### config.mk
export PLATFORM = sky130hd
export DESIGN_NAME = pio_clk_conv
export DESIGN_NICKNAME = d
export VERILOG_FILES = /design/src/rtl/pio_conv_pkg.sv /design/src/rtl/pio_ceil_div.sv /design/src/rtl/pio_count_clamp.sv /design/src/rtl/pio_merge_pack.sv /design/src/rtl/pio_clk_conv.sv
export SDC_FILE = /design/constraint.sdc
export NUM_CORES = 1
export LEC_CHECK = 0
export ABC_AREA = 1
export BUFFER_PORTS_ARGS = -buffer_cell sky130_fd_sc_hd__buf_2
export CAP_MARGIN = 30
export CORE_ASPECT_RATIO = 1.75
export CORE_MARGIN = 2
export CORE_UTILIZATION = 30
export CTS_CLUSTER_SIZE = 12
export DETAILED_ROUTE_END_ITERATION = 10
export SLEW_MARGIN = 20
export SYNTH_ARGS = -nofsm -noshare
export SYNTH_HDL_FRONTEND = slang
export SYNTH_SLANG_ARGS = --single-unit
### constraint.sdc
create_clock -name clk -period 7.6 [get_ports clk]
set_clock_uncertainty 0.15 [all_clocks]
set_input_delay 1.52 -clock clk [delete_from_list [all_inputs] [get_ports clk]]
set_output_delay 1.52 -clock clk [all_outputs]
set_load 0.01 [all_outputs]
### src/rtl/pio_conv_pkg.sv
// Package: shared constants and types for the PIO ns-to-clock converter.
// Assumes a fixed 1000 divisor (ns * MHz -> clocks) and the clamp ranges
// of the downstream timing generator.
package pio_conv_pkg;
    localparam int NS_PER_US  = 1000;
    localparam int SETUP_LO   = 1;
    localparam int SETUP_HI   = 4;
    localparam int DATA_LO    = 1;
    localparam int DATA_HI    = 16;
    localparam int REC_LO     = 2;
    localparam int REC_HI     = 17;
    localparam int SETUP_W    = 3;
    localparam int CNT_OUT_W  = 5;

    typedef enum logic [1:0] {
        ST_IDLE  = 2'd0,
        ST_ISSUE = 2'd1,
        ST_WAIT  = 2'd2,
        ST_FIN   = 2'd3
    } conv_state_e;

    typedef enum logic [1:0] {
        FLD_SETUP  = 2'd0,
        FLD_ACTIVE = 2'd1,
        FLD_REC    = 2'd2
    } conv_field_e;
endpackage

### src/rtl/pio_ceil_div.sv
// Module: restoring serial divider, one quotient bit per clock.
// Assumes the caller has already added (DIVISOR-1) for round-up.
// start is accepted only when idle; done pulses one cycle when the
// quotient is final. The quotient holds until the next start.
module pio_ceil_div #(
    parameter int DW      = 21,
    parameter int DIVISOR = 1000
) (
    input  logic          clk,
    input  logic          rst_n,
    input  logic          start,
    input  logic [DW-1:0] dividend,
    output logic          done,
    output logic [DW-1:0] quotient
);
    localparam int REM_W = $clog2(DIVISOR) + 1;
    localparam int CNT_W = $clog2(DW + 1);

    logic [REM_W-1:0] rem_q, rem_nx;
    logic [DW-1:0]    quo_q, quo_nx;
    logic [CNT_W-1:0] cnt_q;
    logic [REM_W-1:0] trial;

    // One restoring step: shift in the next dividend bit, subtract if it fits.
    always_comb begin
        trial = {rem_q[REM_W-2:0], quo_q[DW-1]};
        if (trial >= REM_W'(DIVISOR)) begin
            rem_nx = trial - REM_W'(DIVISOR);
            quo_nx = {quo_q[DW-2:0], 1'b1};
        end else begin
            rem_nx = trial;
            quo_nx = {quo_q[DW-2:0], 1'b0};
        end
    end

    // Iteration counter, remainder/quotient registers and the done pulse.
    always_ff @(posedge clk) begin
        if (!rst_n) begin
            rem_q <= '0;
            quo_q <= '0;
            cnt_q <= '0;
            done  <= 1'b0;
        end else begin
            done <= (cnt_q == CNT_W'(1));
            if (start && cnt_q == '0) begin
                rem_q <= '0;
                quo_q <= dividend;
                cnt_q <= CNT_W'(DW);
            end else if (cnt_q != '0) begin
                rem_q <= rem_nx;
                quo_q <= quo_nx;
                cnt_q <= cnt_q - CNT_W'(1);
            end
        end
    end

    assign quotient = quo_q;

    // the partial remainder never reaches the divisor
    a_r1_rem_below_divisor: assert property (@(posedge clk) disable iff (!rst_n)
        rem_q < REM_W'(DIVISOR));
    // done only appears after an iteration has finished
    a_r1_done_after_step: assert property (@(posedge clk) disable iff (!rst_n)
        done |-> $past(cnt_q) == CNT_W'(1));
endmodule

### src/rtl/pio_count_clamp.sv
// Module: clamps a raw clock count into [LO, HI].
// Assumes LO <= HI and that HI fits in OUT_W bits.
// An absent device takes ABS_V regardless of the count.
module pio_count_clamp #(
    parameter int IN_W  = 21,
    parameter int OUT_W = 5,
    parameter int LO    = 1,
    parameter int HI    = 16,
    parameter int ABS_V = 1
) (
    input  logic [IN_W-1:0]  raw,
    input  logic             present,
    output logic [OUT_W-1:0] clamped
);
    // Pick the absent value, a bound, or the raw count.
    always_comb begin
        if (!present)
            clamped = OUT_W'(ABS_V);
        else if (raw < IN_W'(LO))
            clamped = OUT_W'(LO);
        else if (raw > IN_W'(HI))
            clamped = OUT_W'(HI);
        else
            clamped = raw[OUT_W-1:0];
    end
endmodule

### src/rtl/pio_merge_pack.sv
// Module: merges the two setup counts and packs the register bytes.
// Assumes data counts >= 1, recovery counts >= 2 and setup counts in 1..4
// (guaranteed by the clamps upstream).
module pio_merge_pack
    import pio_conv_pkg::*;
(
    input  logic [SETUP_W-1:0]   su0,
    input  logic [SETUP_W-1:0]   su1,
    input  logic [CNT_OUT_W-1:0] da0,
    input  logic [CNT_OUT_W-1:0] re0,
    input  logic [CNT_OUT_W-1:0] da1,
    input  logic [CNT_OUT_W-1:0] re1,
    input  logic                 prefetch,
    output logic [SETUP_W-1:0]   su_shared,
    output logic [7:0]           tbyte0,
    output logic [7:0]           tbyte1,
    output logic [7:0]           mbyte
);
    // Larger setup wins; bytes carry offset-encoded counts.
    always_comb begin
        su_shared = (su0 > su1) ? su0 : su1;
        tbyte0    = {4'(da0 - CNT_OUT_W'(1)), 4'(re0 - CNT_OUT_W'(2))};
        tbyte1    = {4'(da1 - CNT_OUT_W'(1)), 4'(re1 - CNT_OUT_W'(2))};
        mbyte     = {1'b0, prefetch, 2'(su_shared - SETUP_W'(1)), 4'b0000};
    end
endmodule

### src/rtl/pio_clk_conv.sv
// Module: top of the PIO ns-to-clock converter.
// Latches both devices' timings on start, runs six ceiling divisions
// through one shared serial divider, then clamps, merges and packs.
// Assumes the inputs need only be valid in the cycle start is accepted.
module pio_clk_conv
    import pio_conv_pkg::*;
#(
    parameter int NS_W  = 12,
    parameter int MHZ_W = 8
) (
    input  logic                 clk,
    input  logic                 rst_n,
    input  logic                 start,
    input  logic [MHZ_W-1:0]     bus_mhz,
    input  logic                 prefetch_en,
    input  logic                 dev0_present,
    input  logic [NS_W-1:0]      dev0_setup_ns,
    input  logic [NS_W-1:0]      dev0_active_ns,
    input  logic [NS_W-1:0]      dev0_cycle_ns,
    input  logic                 dev1_present,
    input  logic [NS_W-1:0]      dev1_setup_ns,
    input  logic [NS_W-1:0]      dev1_active_ns,
    input  logic [NS_W-1:0]      dev1_cycle_ns,
    output logic                 busy,
    output logic                 done,
    output logic [SETUP_W-1:0]   setup_clk,
    output logic [CNT_OUT_W-1:0] dev0_data_clk,
    output logic [CNT_OUT_W-1:0] dev0_rec_clk,
    output logic [CNT_OUT_W-1:0] dev1_data_clk,
    output logic [CNT_OUT_W-1:0] dev1_rec_clk,
    output logic [7:0]           dev0_timing_byte,
    output logic [7:0]           dev1_timing_byte,
    output logic [7:0]           misc_byte
);
    localparam int PROD_W = NS_W + MHZ_W + 1;
    localparam int NDEV   = 2;
    localparam int NFLD   = 3;

    conv_state_e      state_q;
    logic             dev_q;
    logic [1:0]       fld_q;
    logic [MHZ_W-1:0] mhz_q;
    logic             pf_q;
    logic             pres_q [NDEV];
    logic [NS_W-1:0]  su_ns_q [NDEV];
    logic [NS_W-1:0]  ac_ns_q [NDEV];
    logic [NS_W-1:0]  re_ns_q [NDEV];
    logic [PROD_W-1:0] q_st [NDEV][NFLD];

    logic             in_pres [NDEV];
    logic [NS_W-1:0]  in_su [NDEV];
    logic [NS_W-1:0]  in_ac [NDEV];
    logic [NS_W-1:0]  in_cy [NDEV];
    logic [NS_W-1:0]  in_rec [NDEV];

    logic [NS_W-1:0]   t_sel;
    logic [PROD_W-1:0] operand;
    logic              div_start, div_done;
    logic [PROD_W-1:0] div_q;

    logic [SETUP_W-1:0]   su_c [NDEV];
    logic [CNT_OUT_W-1:0] da_c [NDEV];
    logic [CNT_OUT_W-1:0] re_c [NDEV];
    logic [SETUP_W-1:0]   su_m;
    logic [7:0]           tb0_m, tb1_m, mb_m;

    // Gather the per-device input ports into arrays.
    always_comb begin
        in_pres[0] = dev0_present;   in_pres[1] = dev1_present;
        in_su[0]   = dev0_setup_ns;  in_su[1]   = dev1_setup_ns;
        in_ac[0]   = dev0_active_ns; in_ac[1]   = dev1_active_ns;
        in_cy[0]   = dev0_cycle_ns;  in_cy[1]   = dev1_cycle_ns;
    end

    // Recovery ns = cycle - setup - active, floored at zero.
    generate
        for (genvar d = 0; d < NDEV; d++) begin : g_rec
            logic [NS_W:0] spent;
            always_comb begin
                spent = {1'b0, in_su[d]} + {1'b0, in_ac[d]};
                if (spent > {1'b0, in_cy[d]})
                    in_rec[d] = '0;
                else
                    in_rec[d] = NS_W'({1'b0, in_cy[d]} - spent);
            end
        end
    endgenerate

    // Select the time for the current division and form t*MHz + 999.
    always_comb begin
        case (conv_field_e'(fld_q))
            FLD_SETUP:  t_sel = su_ns_q[dev_q];
            FLD_ACTIVE: t_sel = ac_ns_q[dev_q];
            default:    t_sel = re_ns_q[dev_q];
        endcase
        operand = PROD_W'(t_sel) * PROD_W'(mhz_q) + PROD_W'(NS_PER_US - 1);
    end

    assign div_start = (state_q == ST_ISSUE);

    pio_ceil_div #(.DW(PROD_W), .DIVISOR(NS_PER_US)) u_div (
        .clk      (clk),
        .rst_n    (rst_n),
        .start    (div_start),
        .dividend (operand),
        .done     (div_done),
        .quotient (div_q)
    );

    // Clamp each device's three counts into its hardware range.
    generate
        for (genvar d = 0; d < NDEV; d++) begin : g_clamp
            pio_count_clamp #(.IN_W(PROD_W), .OUT_W(SETUP_W),
                              .LO(SETUP_LO), .HI(SETUP_HI), .ABS_V(SETUP_LO)) u_su (
                .raw(q_st[d][FLD_SETUP]), .present(pres_q[d]), .clamped(su_c[d]));
            pio_count_clamp #(.IN_W(PROD_W), .OUT_W(CNT_OUT_W),
                              .LO(DATA_LO), .HI(DATA_HI), .ABS_V(DATA_LO)) u_da (
                .raw(q_st[d][FLD_ACTIVE]), .present(pres_q[d]), .clamped(da_c[d]));
            pio_count_clamp #(.IN_W(PROD_W), .OUT_W(CNT_OUT_W),
                              .LO(REC_LO), .HI(REC_HI), .ABS_V(REC_LO)) u_re (
                .raw(q_st[d][FLD_REC]), .present(pres_q[d]), .clamped(re_c[d]));
        end
    endgenerate

    pio_merge_pack u_pack (
        .su0(su_c[0]), .su1(su_c[1]),
        .da0(da_c[0]), .re0(re_c[0]),
        .da1(da_c[1]), .re1(re_c[1]),
        .prefetch(pf_q),
        .su_shared(su_m), .tbyte0(tb0_m), .tbyte1(tb1_m), .mbyte(mb_m)
    );

    // Job sequencer: latch, issue six divisions, store quotients, publish.
    always_ff @(posedge clk) begin
        if (!rst_n) begin
            state_q <= ST_IDLE;
            dev_q   <= 1'b0;
            fld_q   <= 2'd0;
            mhz_q   <= '0;
            pf_q    <= 1'b0;
            busy    <= 1'b0;
            done    <= 1'b0;
            for (int d = 0; d < NDEV; d++) begin
                pres_q[d]  <= 1'b0;
                su_ns_q[d] <= '0;
                ac_ns_q[d] <= '0;
                re_ns_q[d] <= '0;
                for (int f = 0; f < NFLD; f++) q_st[d][f] <= '0;
            end
            setup_clk        <= '0;
            dev0_data_clk    <= '0;
            dev0_rec_clk     <= '0;
            dev1_data_clk    <= '0;
            dev1_rec_clk     <= '0;
            dev0_timing_byte <= '0;
            dev1_timing_byte <= '0;
            misc_byte        <= '0;
        end else begin
            case (state_q)
                ST_IDLE: if (start) begin
                    for (int d = 0; d < NDEV; d++) begin
                        pres_q[d]  <= in_pres[d];
                        su_ns_q[d] <= in_su[d];
                        ac_ns_q[d] <= in_ac[d];
                        re_ns_q[d] <= in_rec[d];
                    end
                    mhz_q   <= bus_mhz;
                    pf_q    <= prefetch_en;
                    dev_q   <= 1'b0;
                    fld_q   <= 2'd0;
                    busy    <= 1'b1;
                    done    <= 1'b0;
                    state_q <= ST_ISSUE;
                end
                ST_ISSUE: state_q <= ST_WAIT;
                ST_WAIT: if (div_done) begin
                    q_st[dev_q][fld_q] <= div_q;
                    if (fld_q == 2'(NFLD - 1)) begin
                        fld_q   <= 2'd0;
                        dev_q   <= 1'b1;
                        state_q <= dev_q ? ST_FIN : ST_ISSUE;
                    end else begin
                        fld_q   <= fld_q + 2'd1;
                        state_q <= ST_ISSUE;
                    end
                end
                default: begin
                    setup_clk        <= su_m;
                    dev0_data_clk    <= da_c[0];
                    dev0_rec_clk     <= re_c[0];
                    dev1_data_clk    <= da_c[1];
                    dev1_rec_clk     <= re_c[1];
                    dev0_timing_byte <= tb0_m;
                    dev1_timing_byte <= tb1_m;
                    misc_byte        <= mb_m;
                    busy    <= 1'b0;
                    done    <= 1'b1;
                    state_q <= ST_IDLE;
                end
            endcase
        end
    end

    // busy and done never both high
    a_r9_busy_done_exclusive: assert property (@(posedge clk) disable iff (!rst_n)
        !(busy && done));
    // results and done hold while no start arrives
    a_r9_results_hold: assert property (@(posedge clk) disable iff (!rst_n)
        (done && !start) |=> (done && $stable({setup_clk, dev0_data_clk, dev0_rec_clk,
            dev1_data_clk, dev1_rec_clk, dev0_timing_byte, dev1_timing_byte, misc_byte})));
    // start during busy leaves the job running
    a_r10_busy_ignores_start: assert property (@(posedge clk) disable iff (!rst_n)
        (busy && !done && state_q != ST_FIN) |=> busy);
    // shared setup stays within 1..4 once published
    a_r3_setup_range: assert property (@(posedge clk) disable iff (!rst_n)
        done |-> (setup_clk >= 3'd1 && setup_clk <= 3'd4));
    // data counts within 1..16
    a_r4_data_range: assert property (@(posedge clk) disable iff (!rst_n)
        done |-> (dev0_data_clk >= 5'd1 && dev0_data_clk <= 5'd16 &&
                  dev1_data_clk >= 5'd1 && dev1_data_clk <= 5'd16));
    // recovery counts within 2..17
    a_r5_rec_range: assert property (@(posedge clk) disable iff (!rst_n)
        done |-> (dev0_rec_clk >= 5'd2 && dev0_rec_clk <= 5'd17 &&
                  dev1_rec_clk >= 5'd2 && dev1_rec_clk <= 5'd17));
    // unused misc byte bits stay zero
    a_r8_misc_zero_bits: assert property (@(posedge clk) disable iff (!rst_n)
        misc_byte[7] == 1'b0 && misc_byte[3:0] == 4'b0000);
endmodule

Word-level counts from Yosys, hierarchy flattened
Memory sizes are Yosys's and may differ from the RTL's. A register that Yosys moved wholly into a read port is not among the register bits.
Cells that the tools add are included.
{ "word_totals": {"register_bits": 95, "latchBits": 0, "ram_bits": 200, "romBits": 0, "output_inout_bits": 49, "word_cells": 165, "memories": 5} }
{ "memory_table": {"columns": ["memory", "depth", "width", "read_ports", "rd_clocked_by_memory_dff", "wr", "line_no", "text"], "rows": [
  ["q_st", 2, 63, 2, 0, 2, "pio_clk_conv.sv:48", "logic [PROD_W-1:0] q_st [NDEV][NFLD];"],
  ["ac_ns_q", 2, 12, 1, 1, 2, "pio_clk_conv.sv:46", "logic [NS_W-1:0] ac_ns_q [NDEV];"],
  ["re_ns_q", 2, 12, 1, 1, 2, "pio_clk_conv.sv:47", "logic [NS_W-1:0] re_ns_q [NDEV];"],
  ["su_ns_q", 2, 12, 1, 1, 2, "pio_clk_conv.sv:45", "logic [NS_W-1:0] su_ns_q [NDEV];"],
  ["pres_q", 2, 1, 2, 0, 2, "pio_clk_conv.sv:44", "logic pres_q [NDEV];"]
]} }
{ "classes": {"n_addsub": 13, "mul": 1, "n_div": 0, "magnitude_cmp": 18, "n_eq_ne": 8, "n_shift": 0, "mux": 72, "bitwise_logic": 11, "n_reduce_logical": 17} }
{ "op_table": {"columns": ["operator", "count"], "rows": [
  ["2-to-1 mux 63 bit", 3],
  ["2-to-1 mux 12 bit", 8],
  ["> comparator 21 x 5 -> 1 bit (second input constant)", 4],
  ["less-than comparator 21 x 1 -> 1 bit (second input constant)", 4],
  ["2-to-1 mux 5 bit", 14],
  ["2-to-1 mux 21 bit", 3],
  ["OR reduction 63 bit", 1],
  ["demux 21 bit (select 2 bit)", 1],
  ["> comparator 21 x 3 -> 1 bit (second input constant)", 2],
  ["less-than comparator 21 x 2 -> 1 bit (second input constant)", 2],
  ["adder 12 x 12 -> 13 bit", 2],
  ["> comparator 13 x 12 -> 1 bit", 2],
  ["case mux 12 bit (2 select lines)", 1],
  ["subtractor 12 bit", 2],
  ["2-to-1 mux 1 bit", 22],
  ["adder 20 x 10 -> 21 bit (second input constant)", 1],
  ["2-to-1 mux 3 bit", 7],
  ["multiplier 12 x 8 -> 20 bit", 1],
  ["2-to-1 mux 2 bit", 7],
  ["greater-or-equal comparator 11 x 10 -> 1 bit (second input constant)", 1],
  ["2-to-1 mux 10 bit", 1],
  ["subtractor 10 bit (second input constant)", 1],
  ["bitwise OR 1 bit", 8],
  ["subtractor 4 x 1 -> 4 bit (second input constant)", 2],
  ["27 further kinds", 40]
]} }

Logic depth before layout (Yosys ltp)
Gate-level depths: netlist of run 1.
{ "depth": {"ltp_word": 8, "mapped_depth": 27, "mapped_depth_nobuf": 25} }

Hierarchy
From an unflattened synthesis of run 1, not the netlist that was laid out.
{ "unflattened": {"cells_unflattened": 2379, "area_unflattened_um2": 19463.7} }
{ "by_module_without_submodules": {"columns": ["module", "n_inst", "cells_each", "area_per_inst_um2", "seq_area_each_um2"], "rows": [
  ["pio_clk_conv", 1, 1837, 16168.0, 7287.0],
  ["pio_ceil_div", 1, 249, 1818.0, 740.7],
  ["pio_count_clamp (g_clamp[0].u_da ...)", 2, 49, 241.5, 0.0],
  ["pio_merge_pack", 1, 63, 391.6, 0.0],
  ["pio_count_clamp (g_clamp[0].u_re ...)", 2, 34, 163.9, 0.0],
  ["pio_count_clamp (g_clamp[0].u_su ...)", 2, 32, 137.6, 0.0]
]} }

Worst setup path after synthesis of run 1
No wires, ideal clock.
{ "synth_timing": {"path_type": "reg2reg", "from": "register (tool-made name)", "to": "register u_div.quo_q[12], in the netlist u_div.quotient[12]", "arrival_ns": 4.596, "path_slack_ns": 2.721, "path_stages_with_launch": 24, "path_cell_list": "dfxtp_1 > buf_2 > clkinv_1 > clkbuf_1 > nand2_1 > nand3_1 > nand3_1 > inv_1 > nand2_1 > fa_1 > fa_1 > inv_1 > fa_1 > inv_1 > fa_1 > inv_1 > ha_1 > a21oi_1 > o21ai_0 > nand2_1 > nand3b_1 > or2_2 > nand3_1 > a21oi_1"} }
{ "synth_lines": {"columns": ["item", "line_no", "text"], "rows": [
  ["end signal: assignment", "pio_ceil_div.sv:47", "quo_q <= dividend;"],
  ["end signal: assignment", "pio_ceil_div.sv:51", "quo_q <= quo_nx;"],
  ["end: declaration", "pio_ceil_div.sv:20", "logic [DW-1:0] quo_q, quo_nx;"]
]} }

==> results of run 1 <==
==> sequential cells by signal, summed over array words and instances, names as in the netlist, 7 cells and up, named ones only <==
signal,cells
dev0_timing_byte,7
u_div.rem_q,10
re_ns_q,24
su_ns_q,24
dev1_timing_byte,7
u_div.quotient,21
q_st,126
mhz_q,8
ac_ns_q,24
==> stage by stage <==
stage	power, mW	hold slack (ns)	setup WS [ns]	area, sq um	cells
final	6.111	0.3124	1.329	21060	3188
after global routing	6.604	0.3340	0.9742	21060	3188
after CTS	6.170	0.3126	1.360	21040	3187
after detailed placement	4.731	0.3027	1.396	20110	3131
after global placement	4.708	0.3025	1.213	20070	3128
after floorplan	4.027	0.2936	2.721	18630	2260
==> cells by family after synthesis <==
logic type,Yosys count
AOI/OAI and AO/OA,271
xor gates and xnor gates,49
adders and majority gates,201
buffers and inverters,476
DFF,294
other,1
and+or+nand+nor,964
==> metal layers <==
layer / share of wire / vias up / track usage
li1: - / 7398 / -
met1: 0.35 / 6749 / 0.1455
met2: 0.56 / 338 / 0.3074
met3: 0.035 / 132 / 0.01831
met4: 0.057 / 2 / 0.07828
met5: 0.00023 / - / 0
==> cells in the mapped netlist, types with 2 or more instances <==
library cell    n  area, sq um
nand2_1       446         1674
inv_1         402         1509
nor2_1        344         1291
edfxtp_1      200         6006
a21oi_1       142        710.7
ha_1          133         1664
nand3_1       119        595.6
dfxtp_1        94         1882
fa_1           68         1361
o21ai_0        67        335.3
clkbuf_1       33        123.9
xor2_1         32        280.3
nor3_1         18        90.09
xnor2_1        17        148.9
a22oi_1        15        112.6
buf_2          14        70.07
nand4_1        13        81.33
buf_4          10        75.07
o22ai_1         9        56.30
buf_1           7        26.28
or2_2           7        43.79
nand3b_1        6        45.04
a21o_1          5        37.54
a221oi_1        5        43.79
a21boi_0        4        30.03
clkinv_1        4        15.01
o21ai_1         4        20.02
o21bai_1        4        30.03
inv_2           3        11.26
nor4_1          3        18.77
o21a_1          3        22.52
a211oi_1        2        15.01
a31oi_1         2        12.51
and3_1          2        12.51
buf_6           2        22.52
o2111ai_1       2        17.52
o32ai_1         2        17.52
==> power breakdown <==
group | total, mW | switching [mW] | internal (mW)
Combinational | 2.53 | 1.67 | 0.855
Sequential | 2.16 | 0.169 | 1.99
Clock | 1.43 | 0.629 | 0.798
==> final timing paths <==
path / to
worst max-delay path: u_div.quotient[11]$_SDFFE_PN0P_
worst min-delay path: misc_byte[4]$_SDFFE_PN0N_
worst max register to register: u_div.quotient[11]$_SDFFE_PN0P_
worst min register to register: misc_byte[4]$_SDFFE_PN0N_
==> tightest hold or removal path, stage by stage (launching register included) <==
cell and delay [ns]:
dfxtp_1 0.31, nand2_1 0.06, a21oi_1 0.05
==> area by class of cell <==
cell class | count | area (sq um)
clock buffers | 47 | 845.8
fillers | 6487 | 40200
repair buffers | 145 | 789.5
multi-input cells | 1490 | 8917
inverters | 410 | 1540
clock inverters | 9 | 82.58
well taps | 793 | 992.2
flip-flops and latches | 294 | 7888
==> impl_results.md, run 1 <==
- HPWL reported at the end of detailed placement: about 39 mm
- Distinct cells, synth: 50
- Fin crit share: 0.8251
- Antenna violations before repair: 2
- Clock H-tree levels: 1
- Number of hold violations in the final report: 0
- Final routed wire length divided by cell count: approximately 15 microns
- Period minus WS final: around 6.3 ns
- Worst Hold Depth: 2
- Combinational family with the most area after synthesis: simple AND/OR/NAND/NOR gates
- Count of vias placed by the detailed router: approximately 15000
- Clock slew at reported path FFs: roughly 0.08 ns
- Post-synthesis instance total: 2256
- Clock root buffer master: clkbuf_16
- Wire length of the first global-routing pass: between 70 and 80 mm
- Number of endpoints failing setup at the final stage: 0
- RSZ-0062 raised after global routing: false
- Routability cong.: between 0.9 and 1
- Input/output buffers: 129
- Gate family responsible for the most delay along the worst path: adder cells
- Number of synthesized flops with an enable pin: 200
- Transition time of the tightest slew-check pin: around 0.9 ns
- Leakage Power: a little over 10 nW
- Floorplan die width: 192.3 microns
- Number of detailed-routing iterations run before antenna repair: 5
- Combined buffer and inverter count along the critical path: 7
- Synth-to-layout area growth: 13.09%
- Power density of the placed cells: ~290 nW/um^2
- Run status: finished clean
- Flip-flop and latch count after synthesis: 294
- Share of final-layout standard cells stronger than drive strength 1: 0.08601
- Startpoint Class: flip-flop
- Maximum number of pins on one net before global-route repair: 62
- Worst hold start: misc_byte[4]$_SDFFE_PN0N_
- IO Pins: 135
- Fmax: between 0.15 and 0.2 GHz
- Number of buffers inserted during clock tree synthesis: 31
- Worst voltage drop across the vdd grid: 0.0002130 V
- Highest-count cells in the layout ignoring fill and taps: nand2_1, inv_1, nor2_1
- Worst setup EP type: flip-flop
- Required time at the worst-slack endpoint: approximately 7.9 ns
- Dominant synthesized flop cell: edfxtp_1
- Most common cell after layout, fill and taps aside: nand2_1
- Adder-cell area share of the yosys netlist: 0.1625
- N_diodes: 0
- Overall overflow remaining after global route: 0
- Global routing usage summed across all routing layers: 0.1523
- Final slew viol count: 0
- Number of buffers added for setup after CTS: 0
- PostCTS Resize Cnt: 0
- Number of nets in the finished design: about 2700
- Count of unresolved DRC violations after routing: 0
- Xor and xnor area share after synthesis: 0.02305
- Clock tree from TritonCTS: yes
- Overall die area: 64150 sq um
- Vias per cell: 4.586
- Syn Std Cell Area: about 19000 sq um
- Clk buf depth: 3
- Worst-skew pair later-pin latency: about 0.59 ns
- Post-detailed-route count of antenna-violating nets: 0
- Simple-gate portion of the synthesized area: 0.2097
- Chip height: roughly 330 microns
- Complex-gate fraction of the synthesized area: 0.08105
- Crit path depth: 22
- Crit path max-delay cell type: clkinv_1
- Worst EP arrival: ~6.6 ns
- Worst Setup Path Type: flip-flop to flip-flop
- Total negative slack: 0 ns
- Maximum fanout along the worst path: 36
- Portion of netlist area occupied by mux cells: 0
- Largest stage delay on the critical path: a little under 0.8 ns
- Worst Reg-to-Reg Cells: 22
- Post-synthesis sequential area ratio: 0.4237
- Number of placement rows: 120
- Ordered list of cells on the worst path: buf_4 > clkinv_1 > a221oi_1 > o31ai_2 > nand2_1 > inv_1 > fa_1 > fa_1 > fa_1 > inv_1 > fa_1 > inv_1 > ha_1 > nand2_1 > inv_1 > nand2_1 > nand2_1 > inv_1 > nand2_1 > or2_2 > nand3_1 > a21oi_1
- Routed wire length: roughly 48 mm
- Final core utilization: 0.3437
- Synth warnings: 0
- # hold bufs at CTS: 0
- Reported max-cap violation count: 0
- Worst-case register-to-register setup slack: 1.33 ns
- Vias in the first global route: roughly 15000
- Initial Util: 0.3039
- Clock tree sinks: ~300
- Fraction of registers with async set/reset: 0
- Core footprint: between 60000 and 70000 sq um
- DRC violation total after the first TritonRoute iteration: between 700 and 800
- Worst slew margin relative to its limit: 0.4055
- Avg Inst Size Synth: roughly 8.3 sq um
- Type of the most critical hold path: flip-flop to flip-flop
No activity file was read; power rests on OpenSTA's default activity.
==> run 2: changes to the inputs <==
==> constraint.sdc (replaced) <==
create_clock -name clk -period 5.04 [get_ports clk]
set_clock_uncertainty 0.15 [all_clocks]
set_input_delay 1.008 -clock clk [delete_from_list [all_inputs] [get_ports clk]]
set_output_delay 1.008 -clock clk [all_outputs]
set_load 0.01 [all_outputs]
==> run 2 against run 1 <==
Against the previous run: die area is the same; sequential power increased by 51%; critical endpoint is now u_div.quotient[17]$_SDFFE_PN0P_; sequential cell count is the same; register-to-register slack got worse by 1.2 ns; fmax rose by 28%.
==> impl_results.md, run 2 (synthesis results as in run 1) <==
- Run status: finished clean
- Transition time of the tightest slew-check pin: between 0.8 and 0.9 ns
- Number of placement rows: 120
- Count of vias placed by the detailed router: around 15000
- Sw Share: 0.4009
- DRC violation total after the first TritonRoute iteration: a little over 600
- Synth-to-layout area growth: 18.35%
- Initial Util: 0.3039
- Placed instance count: between 3000 and 4000
- Vias per cell: between 4 and 5
- Clock tree from TritonCTS: yes
- Crit path max-delay cell type: fa_1
- Clk buf depth: 3
- Worst voltage drop across the vdd grid: a little over 0.0004 V
- Worst-skew pair later-pin latency: 0.60 ns
- Clk network pwr share: 0.210
- Global route hottest layer: met2
- Number of detailed-routing iterations run before antenna repair: 7
- Worst Setup Path Type: flip-flop to flip-flop
- Clock tree sinks: slightly below 300
- IO Pins: 135
- Met3 Usage GRT: 0.01726
- Global routing usage summed across all routing layers: 0.1537
- Wire length of the first global-routing pass: roughly 77 mm
- Comb power frac: 0.481
- Routability cong.: roughly 0.95
- Number of buffers inserted during clock tree synthesis: 31
- Maximum fanout along the worst path: 6
- Maximum number of pins on one net before global-route repair: 62
- Largest register by flop count: q_st
- Fmax: 0.2041 GHz
- Required time at the worst-slack endpoint: approximately 5.3 ns
- Most common cell after layout, fill and taps aside: nand2_1
- Post-detailed-route count of antenna-violating nets: 0
- Antenna violations before repair: 2
- Reported max-cap violation count: 0
- Vias in the first global route: approximately 15000
- P_int: ~6.3 mW
- Met1 Track Usage GR: 0.1477
- HPWL reported at the end of detailed placement: a little under 40 mm
- Chip height: between 300 and 400 microns
- Startpoint Class: flip-flop
- Worst setup EP type: flip-flop
- Final slew viol count: 0
- Combined buffer and inverter count along the critical path: 6
- Count of unresolved DRC violations after routing: 0
- Highest-count cells in the layout ignoring fill and taps: nand2_1, inv_1, nor2_1
- Final routed wire length divided by cell count: about 15 microns
- Overall die area: approximately 64000 sq um
- Input/output buffers: approximately 130
- Pwr Total: around 11 mW
- Period minus WS final: about 4.9 ns
- Floorplan die width: just under 200 microns
- RSZ-0062 raised after global routing: true
- Gate family responsible for the most delay along the worst path: adder cells
- Share of final-layout standard cells stronger than drive strength 1: 0.1363
- Clock root buffer master: clkbuf_16
- Worst slew margin relative to its limit: 0.4152
- Routed wire length: 49.64 mm
- Power density of the placed cells: ~480 nW/um^2
- Number of hold violations in the final report: 0
- Crit path setup slack, layout: about 0.14 ns
- Core footprint: 61260 sq um
- Number of flip-flops in the largest register: 126
- Placement-stage cell area: ~20000 sq um
- Sequential cell area: 7896 sq um
- Largest stage delay on the critical path: 0.54 ns
- Total area of multi-input combinational cells: ~9300 sq um
- Non-filler instance count after layout: between 3000 and 4000
- Leakage Power: between 10 and 15 nW
- Fin crit share: 0.9720
- Sequential fraction of design power: 0.309
- Switching power total: roughly 4.2 mW
- Post-placement setup slack: -0.2391 ns
- Final-layout fill cell count: roughly 6400
- N_diodes: 0
- Met2 routing resource usage after global routing: 0.3050
- Clock H-tree levels: 1
- Worst EP arrival: ~5.2 ns
- Number of nets in the finished design: approximately 2700
- Final non-filler cell area: 22030 sq um
- Clock slew at reported path FFs: approximately 0.06 ns
- Type of the most critical hold path: flip-flop to flip-flop
- Overall overflow remaining after global route: 0
- Number of endpoints failing setup at the final stage: 0
[run 2: cell count changes in the layout (fill, tap and decap cells not counted), moves of 6 or more]
cell,previous run,this run
buf_4,14,64
nor2_1,344,329
nand2_1,445,433
nor2_2,0,11
a21oi_1,142,132
ha_1,132,123
a21oi_2,0,8
ha_4,0,7
nand2_2,1,8
nand3_1,118,111
o21ai_0,65,59
[run 2: worst paths after layout]
kind                                     endpoint  cells after the start                     startpoint  slack (ns)
setup reg to reg  u_div.quotient[17]$_SDFFE_PN0P_                     25          fld_q[0]$_SDFFE_PN0P_        0.14
hold reg to reg     dev1_data_clk[3]$_SDFFE_PN0N_                      2  dev1_data_clk[3]$_SDFFE_PN0N_        0.31
setup / recovery  u_div.quotient[17]$_SDFFE_PN0P_                     25          fld_q[0]$_SDFFE_PN0P_        0.14
hold / removal      dev1_data_clk[3]$_SDFFE_PN0N_                      2  dev1_data_clk[3]$_SDFFE_PN0N_        0.31
[run 2: power by group through the flow]
stage	Clock (mW)	Sequential, mW	Combinational, mW
floorplan	0	3.21	2.86
detailed placement	0	3.31	4.37
global placement	0	3.31	4.33
global route	2.36	3.30	5.69
finish	2.22	3.26	5.09
CTS	2.27	3.26	4.49
[run 2: through the flow]
step | utilization | hold slack, ns | TNS [ns]
2_1_floorplan | - | 0.2936 | 0
3_3_place_gp | 0.3347 | 0.3012 | -1.438
3_5_place_dp | 0.3355 | 0.3034 | -1.879
4_1_cts | 0.3533 | 0.3136 | 0
5_1_grt | 0.3597 | 0.3282 | -0.2069
6_report | 0.3597 | 0.3109 | 0
[run 2: cell type report]
| type | instances | area share |
|---|---|---|
| clock inverter | 7 | 0.002442 |
| sequential | 294 | 0.3584 |
| timing repair buffer | 206 | 0.06065 |
| clock buffer | 50 | 0.04225 |
| multi-input combinational | 1490 | 0.4212 |
| inverter | 410 | 0.07002 |
| tap | 793 | 0.04503 |
[run 2: worst min-delay path, cell delays in order, from the launching register on]
cell and delay [ns]:
dfxtp_1 0.31, nand2_1 0.06, a21oi_1 0.05
[run 2: per-layer routing]
| layer | up-vias | routed length [microns] |
|---|---|---|
| met5 | - | 21 |
| met4 | 4 | 3228 |
| met3 | 141 | 1735 |
| met2 | 360 | 27420 |
| met1 | 6977 | 17240 |
| li1 | 7526 | - |
[run 2: what timing repair did]
action,in CTS,in global routing
resized for setup,21,81
setup endpoints to repair,13,13
pin swaps,3,28
gates cloned,0,3
setup buffers,1,4
hold buffers,0,0
endpoints found under the hold margin,0,0
